**config.mk**
```make
export PLATFORM = sky130hd
export DESIGN_NAME = flash_cmd_decoder
export DESIGN_NICKNAME = d
export VERILOG_FILES = /design/src/rtl/fcd_pkg.sv /design/src/rtl/fcd_code_match.sv /design/src/rtl/fcd_erase_window.sv /design/src/rtl/flash_cmd_decoder.sv
export SDC_FILE = /design/constraint.sdc
export NUM_CORES = 1
export LEC_CHECK = 0
export BUFFER_PORTS_ARGS = -buffer_cell sky130_fd_sc_hd__buf_4
export CORE_MARGIN = 5
export CORE_UTILIZATION = 45
export CTS_BUF_LIST = sky130_fd_sc_hd__clkbuf_2 sky130_fd_sc_hd__clkbuf_4 sky130_fd_sc_hd__clkbuf_8
export DETAILED_ROUTE_END_ITERATION = 6
export HOLD_SLACK_MARGIN = 0.03
export PLACE_DENSITY = 0.75
export SLEW_MARGIN = 30
export SYNTH_ARGS = -nofsm -noshare
export SYNTH_HDL_FRONTEND = slang
export SYNTH_HIERARCHICAL = 1
export SYNTH_SLANG_ARGS = --single-unit
```
**constraint.sdc**
```tcl
create_clock -name clk -period 4 [get_ports clk]
set_input_delay 0 -clock clk [delete_from_list [all_inputs] [get_ports clk]]
set_output_delay 0 -clock clk [all_outputs]
set_load 0.005 [all_outputs]
```
**src/rtl/fcd_pkg.sv**
```systemverilog
package fcd_pkg;

   typedef enum logic [2:0] {
      OP_NONE        = 3'd0,
      OP_RESET       = 3'd1,
      OP_PROGRAM     = 3'd2,
      OP_CHIP_ERASE  = 3'd3,
      OP_BLOCK_ADD   = 3'd4,
      OP_ERASE_START = 3'd5,
      OP_SUSPEND     = 3'd6,
      OP_RESUME      = 3'd7
   } fcd_op_e;

   typedef enum logic [1:0] {
      RM_ARRAY     = 2'd0,
      RM_SIGNATURE = 2'd1,
      RM_STATUS    = 2'd2
   } fcd_rmode_e;

   typedef enum logic [2:0] {
      ST_IDLE,
      ST_UNL1,
      ST_UNL2,
      ST_PROG,
      ST_ER1,
      ST_ER2,
      ST_ER3,
      ST_WIN
   } fcd_state_e;

   // data codes of the write cycles
   parameter logic [7:0] D_UNLOCK_A = 8'hAA;
   parameter logic [7:0] D_UNLOCK_B = 8'h55;
   parameter logic [7:0] D_RESET    = 8'hF0;
   parameter logic [7:0] D_AUTOSEL  = 8'h90;
   parameter logic [7:0] D_PROGRAM  = 8'hA0;
   parameter logic [7:0] D_ERASE    = 8'h80;
   parameter logic [7:0] D_CHIP     = 8'h10;
   parameter logic [7:0] D_BLOCK    = 8'h30;
   parameter logic [7:0] D_SUSPEND  = 8'hB0;

   // width of the compared code address field in word mode
   parameter int CODE_W = 15;

endpackage

```
**src/rtl/fcd_code_match.sv**
```systemverilog
module fcd_code_match #(
   parameter int CODE_W = 15,
   parameter logic [CODE_W:0] WORD_CODE = '0,
   parameter logic [CODE_W:0] BYTE_CODE = '0
) (
   input  logic [CODE_W:0] addr,
   input  logic            byte_mode,
   output logic            hit
);

   // byte mode carries one extra low address bit
   always_comb begin
      if (byte_mode) hit = (addr == BYTE_CODE);
      else           hit = (addr[CODE_W-1:0] == WORD_CODE[CODE_W-1:0]);
   end

endmodule

```
**src/rtl/fcd_erase_window.sv**
```systemverilog
module fcd_erase_window #(
   parameter int WIN_CYC = 4096
) (
   input  logic clk,
   input  logic rst_n,
   input  logic load,
   output logic active,
   output logic expire
);

   localparam int CW = (WIN_CYC > 2) ? $clog2(WIN_CYC) : 1;

   if (WIN_CYC < 2) begin : g_bad_win
      $error("fcd_erase_window: WIN_CYC must be at least 2");
   end

   logic [CW-1:0] cnt_q;

   always_ff @(posedge clk or negedge rst_n) begin
      if (!rst_n) begin
         active <= 1'b0;
         cnt_q  <= '0;
      end else if (load) begin
         active <= 1'b1;
         cnt_q  <= CW'(WIN_CYC - 1);
      end else if (active) begin
         if (cnt_q == '0) active <= 1'b0;
         else             cnt_q  <= cnt_q - 1'b1;
      end
   end

   assign expire = active && (cnt_q == '0) && !load;

endmodule

```
**src/rtl/flash_cmd_decoder.sv**
```systemverilog
module flash_cmd_decoder
   import fcd_pkg::*;
#(
   parameter int ADDR_W        = 19,
   parameter int ERASE_WIN_CYC = 4096
) (
   input  logic              clk,
   input  logic              rst_n,
   input  logic              wr_stb,
   input  logic [ADDR_W-1:0] wr_addr,
   input  logic [7:0]        wr_data,
   input  logic              byte_mode,
   input  logic              busy,
   input  logic              erase_done,
   output logic              cmd_valid,
   output logic [2:0]        cmd_op,
   output logic [ADDR_W-1:0] cmd_addr,
   output logic [7:0]        cmd_data,
   output logic [1:0]        read_mode,
   output logic              timer_expired,
   output logic              erase_suspended
);

   localparam int NCODES = 2;

   if (ADDR_W < CODE_W + 2) begin : g_bad_addr
      $error("flash_cmd_decoder: ADDR_W too small for the code address field");
   end

   // code address matchers: index 0 first code address, index 1 second
   logic [NCODES-1:0] code_hit;

   for (genvar gi = 0; gi < NCODES; gi++) begin : g_code
      localparam logic [CODE_W:0] WC = (gi == 0) ? 16'h5555 : 16'h2AAA;
      localparam logic [CODE_W:0] BC = (gi == 0) ? 16'hAAAA : 16'h5555;
      fcd_code_match #(
         .CODE_W   (CODE_W),
         .WORD_CODE(WC),
         .BYTE_CODE(BC)
      ) u_match (
         .addr     (wr_addr[CODE_W:0]),
         .byte_mode(byte_mode),
         .hit      (code_hit[gi])
      );
   end

   fcd_state_e        state_q, state_d;
   fcd_rmode_e        rmode_q, rmode_d;
   fcd_op_e           op_q, op_d;
   logic              valid_q, valid_d;
   logic [ADDR_W-1:0] addr_q, addr_d;
   logic [7:0]        data_q, data_d;
   logic              act_q, act_d;
   logic              susp_q, susp_d;
   logic              win_load, win_active, win_expire;

   fcd_erase_window #(.WIN_CYC(ERASE_WIN_CYC)) u_window (
      .clk   (clk),
      .rst_n (rst_n),
      .load  (win_load),
      .active(win_active),
      .expire(win_expire)
   );

   logic is_susp;
   assign is_susp = wr_stb && (wr_data == D_SUSPEND) && act_q && !susp_q;

   always_comb begin
      state_d  = state_q;
      rmode_d  = rmode_q;
      op_d     = OP_NONE;
      valid_d  = 1'b0;
      addr_d   = addr_q;
      data_d   = data_q;
      act_d    = act_q;
      susp_d   = susp_q;
      win_load = 1'b0;

      if (erase_done) begin
         act_d  = 1'b0;
         susp_d = 1'b0;
      end

      if (win_expire) begin
         valid_d = 1'b1;
         op_d    = OP_ERASE_START;
         act_d   = 1'b1;
         state_d = ST_IDLE;
      end

      if (is_susp) begin
         valid_d = 1'b1;
         op_d    = OP_SUSPEND;
         addr_d  = wr_addr;
         data_d  = wr_data;
         susp_d  = 1'b1;
         rmode_d = RM_ARRAY;
         state_d = ST_IDLE;
      end else if (wr_stb && !busy) begin
         unique case (state_q)
            ST_IDLE: begin
               if (susp_q && wr_data == D_BLOCK) begin
                  valid_d = 1'b1;
                  op_d    = OP_RESUME;
                  addr_d  = wr_addr;
                  data_d  = wr_data;
                  susp_d  = 1'b0;
                  rmode_d = RM_STATUS;
               end else if (wr_data == D_UNLOCK_A && code_hit[0]) begin
                  state_d = ST_UNL1;
               end else begin
                  rmode_d = RM_ARRAY;
               end
            end
            ST_UNL1: begin
               if (wr_data == D_UNLOCK_B && code_hit[1]) state_d = ST_UNL2;
               else begin
                  state_d = ST_IDLE;
                  rmode_d = RM_ARRAY;
               end
            end
            ST_UNL2: begin
               state_d = ST_IDLE;
               if (!code_hit[0]) rmode_d = RM_ARRAY;
               else if (wr_data == D_RESET) begin
                  valid_d = 1'b1;
                  op_d    = OP_RESET;
                  addr_d  = wr_addr;
                  data_d  = wr_data;
                  rmode_d = RM_ARRAY;
               end else if (wr_data == D_AUTOSEL) begin
                  rmode_d = RM_SIGNATURE;
               end else if (wr_data == D_PROGRAM) begin
                  state_d = ST_PROG;
               end else if (wr_data == D_ERASE && !act_q) begin
                  state_d = ST_ER1;
               end else begin
                  rmode_d = RM_ARRAY;
               end
            end
            ST_PROG: begin
               valid_d = 1'b1;
               op_d    = OP_PROGRAM;
               addr_d  = wr_addr;
               data_d  = wr_data;
               rmode_d = RM_STATUS;
               state_d = ST_IDLE;
            end
            ST_ER1: begin
               if (wr_data == D_UNLOCK_A && code_hit[0]) state_d = ST_ER2;
               else begin
                  state_d = ST_IDLE;
                  rmode_d = RM_ARRAY;
               end
            end
            ST_ER2: begin
               if (wr_data == D_UNLOCK_B && code_hit[1]) state_d = ST_ER3;
               else begin
                  state_d = ST_IDLE;
                  rmode_d = RM_ARRAY;
               end
            end
            ST_ER3: begin
               state_d = ST_IDLE;
               if (wr_data == D_CHIP && code_hit[0]) begin
                  valid_d = 1'b1;
                  op_d    = OP_CHIP_ERASE;
                  addr_d  = wr_addr;
                  data_d  = wr_data;
                  act_d   = 1'b1;
                  rmode_d = RM_STATUS;
               end else if (wr_data == D_BLOCK) begin
                  valid_d  = 1'b1;
                  op_d     = OP_BLOCK_ADD;
                  addr_d   = wr_addr;
                  data_d   = wr_data;
                  win_load = 1'b1;
                  rmode_d  = RM_STATUS;
                  state_d  = ST_WIN;
               end else begin
                  rmode_d = RM_ARRAY;
               end
            end
            ST_WIN: begin
               if (wr_data == D_BLOCK) begin
                  valid_d  = 1'b1;
                  op_d     = OP_BLOCK_ADD;
                  addr_d   = wr_addr;
                  data_d   = wr_data;
                  win_load = 1'b1;
                  state_d  = ST_WIN;
               end
            end
            default: state_d = ST_IDLE;
         endcase
      end
   end

   always_ff @(posedge clk or negedge rst_n) begin
      if (!rst_n) begin
         state_q <= ST_IDLE;
         rmode_q <= RM_ARRAY;
         op_q    <= OP_NONE;
         valid_q <= 1'b0;
         addr_q  <= '0;
         data_q  <= '0;
         act_q   <= 1'b0;
         susp_q  <= 1'b0;
      end else begin
         state_q <= state_d;
         rmode_q <= rmode_d;
         op_q    <= op_d;
         valid_q <= valid_d;
         addr_q  <= addr_d;
         data_q  <= data_d;
         act_q   <= act_d;
         susp_q  <= susp_d;
      end
   end

   assign cmd_valid       = valid_q;
   assign cmd_op          = op_q;
   assign cmd_addr        = addr_q;
   assign cmd_data        = data_q;
   assign read_mode       = rmode_q;
   assign timer_expired   = !win_active;
   assign erase_suspended = susp_q;

endmodule

```
After elaboration in Yosys (flattened, before gate mapping):

Cells that the tools add are included.

* divide/modulo/power cells: 0
* magnitude comparators: 0
* equality and inequality tests: 27
* $add $sub $neg: 1
* multiplexer cells: 88
* shifts and indexed selects: 0
* bitwise gates (word level): 0
* reductions and logical operators: 26
* $mul: 0

Operators by type and width (number)
* $mux 19: 7
* $pmux 19 s5: 1
* $mux 3: 23
* $mux 8: 7
* $eq 8x8->1 const B: 6
* $pmux 8 s5: 1
* $mux 12: 3
* $mux 1: 28
* $mux 2: 13
* $pmux 3 s8: 1
* $eq 16x15->1 const B: 1
* $eq 16x16->1 const B: 1
* $eq 15x14->1 const B: 1
* $eq 15x15->1 const B: 1
* $pmux 3 s5: 1
* $eq 3x3->1 const B: 4
* $logic_not 12->1: 1
* $ne 6x6->1 const B: 2
* $pmux 2 s6: 1
* $sub 12x1->12 const B: 1
* $logic_and 1x1->1: 11
* $reduce_and 5->1: 2
* $ne 3x3->1 const B: 3
* $eq 8x5->1 const B: 1
* 15 further kinds: 21

* bits in registers: 51
* logic and storage cells: 152
* input port bits: 33
* memories: 0
* bits in read-only memories: 0
* bits in latches: 0
* memory bits (writable): 0
* output and inout port bits: 35

Logic depth before layout (Yosys ltp):

* depth in word-level cells: 15
* depth in mapped cells: 14
* gate-level depth less buffers: 11

Cells and area by module:

The synthesis kept the hierarchy.

By module, submodules not included
* flash_cmd_decoder: instances 1, area each 2193.4 um^2, cells an instance 203, seq. area each 950.9 um^2
* fcd_erase_window: instances 1, area each 783.3 um^2, cells an instance 79, seq. area each 325.3 um^2
* fcd_code_match (g_code[1].u_match): instances 1, area each 107.6 um^2, cells an instance 12, seq. area each 0.0 um^2
* fcd_code_match (g_code[0].u_match): instances 1, area each 105.1 um^2, cells an instance 13, seq. area each 0.0 um^2

Worst setup path after synthesis:

No wires, ideal clock.

* kind: reg-to-reg
* from: reg susp_q (netlist: erase_suspended)
* to: reg u_window.cnt_q[3]
* path buffers: 2
* clock period less this slack: 2.972 ns
* arrival: 2.836 ns
* required time: 3.864 ns
* setup slack: 1.028 ns
* stages on the path, launching flop included: 11
* path through: dfrtp_1 > nand3b_1 > or4_1 > buf_2 > nand2_1 > nor2_1 > clkbuf_1 > or3b_2 > nor4_4 > nor3_1 > or3b_2

* cells in the longest elaborated chain, start to end: 5

Ends and longest elaborated chain
* start: declaration: line flash_cmd_decoder.sv:54 `logic susp_q, susp_d;`
* start signal: assignment: line flash_cmd_decoder.sv:217 `susp_q <= susp_d;`
* $logic_not 1->1 *: line flash_cmd_decoder.sv:66 `assign is_susp = wr_stb && (wr_data == D_SUSPEND) && act_q && !susp_q;`
* $logic_and 1x1->1 *: line flash_cmd_decoder.sv:66
* $mux 1 *: line flash_cmd_decoder.sv:91 `if (is_susp) begin`
* named net win_load: line flash_cmd_decoder.sv:55 `logic win_load, win_active, win_expire;`
* $ne 2x1->1 (no line) or $reduce_bool 2->1 (tied branches)
* $reduce_and 2->1 (no line)
* end signal: assignment: line fcd_erase_window.sv:25 `cnt_q <= CW'(WIN_CYC - 1);`
* end signal: assignment: line fcd_erase_window.sv:28 `else cnt_q <= cnt_q - 1'b1;`
* end: declaration: line fcd_erase_window.sv:17 `logic [CW-1:0] cnt_q;`

Mark *: on every way through the listed nets, which the timed path passes. The rest lies on a longest branch.
A chain may end at the register's enable or synchronous reset.

Final worst setup path:

* from: in wr_data[2]
* to: reg u_window.cnt_q[3]

* cells in the longest elaborated chain, start to end: 8

Ends and longest elaborated chain
* start: declaration: line flash_cmd_decoder.sv:11 `input logic [7:0] wr_data,`
* $eq 8x6->1 or $eq 8x5->1 (tied branches): line flash_cmd_decoder.sv:172, flash_cmd_decoder.sv:185, flash_cmd_decoder.sv:165
* $mux 1 or $logic_and 1x1->1 (tied branches): line flash_cmd_decoder.sv:172, flash_cmd_decoder.sv:185, flash_cmd_decoder.sv:165
* $mux 1: line flash_cmd_decoder.sv:165 `if (wr_data == D_CHIP && code_hit[0]) begin`
* $pmux 1 s2: line flash_cmd_decoder.sv:100 `unique case (state_q)`
* $mux 1: line flash_cmd_decoder.sv:99 `end else if (wr_stb && !busy) begin`
* $mux 1 *: line flash_cmd_decoder.sv:91
* named net win_load: line flash_cmd_decoder.sv:55
* $ne 2x1->1 (no line) or $reduce_bool 2->1 (tied branches)
* $reduce_and 2->1 (no line)

Marks and branches as above.

==> flow_summary.json <==
{
  "yosys_warnings": 6,
  "yosysMostFrequentCell": "dfrtp_1",
  "drv_slew": 0,
  "drv_cap": 0,
  "initial_core_util": 0.4668,
  "wire_per_inst_um": 16.58,
  "fmax_ghz": 0.2897,
  "cts_tree": "yes",
  "relSlewSlack": 0.5410,
  "place.gp.congestion": 0.9012,
  "path_cells": "dlygate4sd3_1 > buf_4 > or4_4 > or4_1 > nand2_1 > nor2_2 > or3b_2 > nor4_4 > nor3_1 > or3b_2",
  "synth_top_cell_by_area": "dfrtp_1",
  "antenna_cells": 0,
  "grt_overflow_total": 0,
  "track_usage": 0.1896,
  "synth-seq-area-share": 0.4002,
  "p_leak_nw": 1.856,
  "clk_latency_ps": 310,
  "grt_pass1_wl_um": 13460,
  "yosys.area.top_type_share": 0.4002,
  "antenna_found_initial": 0,
  "syn_inst": 307,
  "fin_crit_sh": 0.8631,
  "min_period_ps": 3452,
  "postCtsSetupRepairBufs": 0,
  "clkSinkCount": 51,
  "drc": 0,
  "wl_met1_um": 3389,
  "cpPeakStageDelay_ps": 720,
  "whs_ps": 54.81,
  "dr.max_layer_used": "met4",
  "synthesis.area_um2": 3189,
  "clk_pin_slew_worst_paths_ps": 90,
  "nets": 430,
  "drt_first_pass_iters": 4,
  "critPathKind": "primary input to flip-flop",
  "via_per_inst": 5.709,
  "wl_met3_um": 635,
  "cpMostUsedCell": "or3b_2",
  "grt_pass1_vias": 2796,
  "cts_buffer_depth": 2,
  "root_buffer": "clkbuf_8",
  "drtIter0Drc": 162,
  "synth_edf_count": 0,
  "die_x_um": 94.19,
  "setup.worst_path.start_class": "primary input",
  "ir_drop_mv": 0.3192,
  "rsz0062_at_grt": "false",
  "fin_setup_tns_ps": 0,
  "worstPathMaxFanout": 19,
  "cp_data_arrival_time_ps": 3640,
  "boundaryPins": 68,
  "hold_viol": 0,
  "synth_fp_nets": 342,
  "yosysUniqueCellTypes": 70,
  "drt-total-wl_um": 8142,
  "hold_class": "primary input to flip-flop",
  "grt_max_degree": 52,
  "synthFlopType": "dfrtp_1",
  "worst_slew_pin_slew_ps": 687.8,
  "numCtsBuffers": 5,
  "worstSetupEndpointType": "flip-flop",
  "dr_wl_met2_um": 3937,
  "nFillCells": 594,
  "outcome": "complete, no violations",
  "crit_path_top_delay_cell": "or4_1",
  "antenna_left": 0,
  "die_h_um": 94.19,
  "core_area_um2": 6832,
  "vias": 2803,
  "netlist_top_cells_area": "dfrtp_1 (40%), mux2_4 (5.6%), nor4bb_1 (2.8%)",
  "postSynthAreaPerCell_um2": 10.39,
  "synth-seq-cells": 51,
  "htree_levels": 2,
  "io_buffers": 67,
  "synth_common_cells": "dfrtp_1 (51), nor2_1 (23), nand2_1 (17), mux2_4 (12)",
  "rows": 30,
  "dieArea_um2": 8871,
  "cp.required_ps": 4190,
  "dpl.hpwl_um": 5635,
  "drive_gt1_frac": 0.3114,
  "power.density_nw_per_um2": 408.8,
  "ys_async_sr_fraction": 1.000,
  "setup_viol_count_final": 0,
  "worst_clock_skew_ps": 6.581,
  "synthToLayoutAreaGrowth_pct": 29.85
}
-- final timing paths --
kind                                            from                       endpoint  slack, ps  cells past startpoint
setup reg to reg           erase_suspended$_DFF_PN0_  u_window/cnt_q[3]$_DFFE_PN0P_        770                      8
max in group asynchronous                      rst_n       cmd_addr[17]$_DFFE_PN0P_       3320                      2
hold reg to reg              cmd_data[6]$_DFFE_PN0P_        cmd_data[6]$_DFFE_PN0P_        500                      1
min in group asynchronous                      rst_n        cmd_data[6]$_DFFE_PN0P_        240                      2
hold / removal                            wr_data[4]        cmd_data[4]$_DFFE_PN0P_         50                      3
setup / recovery                          wr_data[2]  u_window/cnt_q[3]$_DFFE_PN0P_        550                     10
-- stage by stage --
stage / power [mW] / utilization / setup WS, ps / instances / cell area, um^2
floorplan: 0.9992 / - / 1028 / 307 / 3189
global placement: 1.305 / 0.5467 / 744.1 / 456 / 3735
detailed placement: 1.316 / 0.5467 / 667.5 / 456 / 3735
CTS: 1.703 / 0.6018 / 435.4 / 490 / 4111
global route: 1.792 / 0.6062 / 400.2 / 491 / 4141
finish: 1.693 / 0.6062 / 547.6 / 491 / 4141
-- metal layers --
| layer | vias up | GRT usage |
|---|---|---|
| met5 | - | 0 |
| met4 | 0 | 0.06739 |
| met3 | 20 | 0.04888 |
| met2 | 114 | 0.3186 |
| met1 | 1327 | 0.2339 |
| li1 | 1342 | - |
-- worst max-delay path: cells and delay by family --
| family | cells | cell delay (ps) |
|---|---|---|
| buffers and inverters | 2 | 740 |
| AND/OR/NAND/NOR | 8 | 2890 |
-- what timing repair did --
item                      CTS  global route
hold endpoints to repair   77             0
hold buffers               27             0
resized for setup           0             0
-- state kept, by name, indices dropped and copies added (netlist names), 2 cells and up --
register / cells
cmd_addr: 19
cmd_data: 8
cmd_op: 3
read_mode: 2
state_q: 3
u_window/cnt_q: 12
-- power breakdown --
part           switching, mW  leakage [nW]  total, mW  internal [mW]
Sequential            0.0926         0.625      0.749          0.657
Clock                  0.171        0.0547      0.361          0.190
Combinational          0.208          1.18      0.583          0.375
Total                  0.471          1.86       1.69           1.22
-- layout make-up --
class                           instances  area [um^2]  share of cell area
Clock inverter                          1        30.03            0.007251
Sequential cell                        51         1276              0.3082
Clock buffer                            6        76.32             0.01843
Timing Repair Buffer                   97        815.8              0.1970
Tap cell                               96        120.1             0.02900
Multi-Input combinational cell        229         1782              0.4302
Inverter                               11        41.29            0.009970
-- cells by family (layout without fill, tap and decap cells) --
kind of cell	after synthesis	after routing	share of synthesized area
multiplexers	23	23	0.09376
AO/OA/AOI/OAI	64	64	0.1605
adder cells (fa/ha/maj)	2	2	0.007845
flip-flops	51	51	0.4002
buffers and inverters	27	115	0.04198
AND/OR/NAND/NOR	139	139	0.2931
XOR/XNOR	1	1	0.002747
-- cell usage in the layout, fill, tap and decap left out, drive strengths merged, types with 4 or more instances in the layout --
cell / Yosys / final
nor4bb: 9 / 9
a22o: 6 / 6
nor2: 23 / 23
nor3b: 4 / 4
and4b: 4 / 4
or3: 7 / 7
and2: 6 / 6
nand2: 17 / 17
dlygate4sd3: 0 / 27
o211ai: 5 / 5
a31oi: 5 / 5
dfrtp: 51 / 51
mux2: 19 / 19
buf: 9 / 70
nor4b: 4 / 4
nand3: 7 / 7
nor3: 7 / 7
or3b: 4 / 4
inv: 11 / 11
mux2i: 4 / 4
clkbuf: 7 / 6
nand2b: 7 / 7
a21oi: 11 / 11
or4: 4 / 4
o21ai: 11 / 11
nand4: 10 / 10
nor2b: 7 / 7
nor4: 5 / 5
Note: power is estimated with default switching activity, not from simulation.
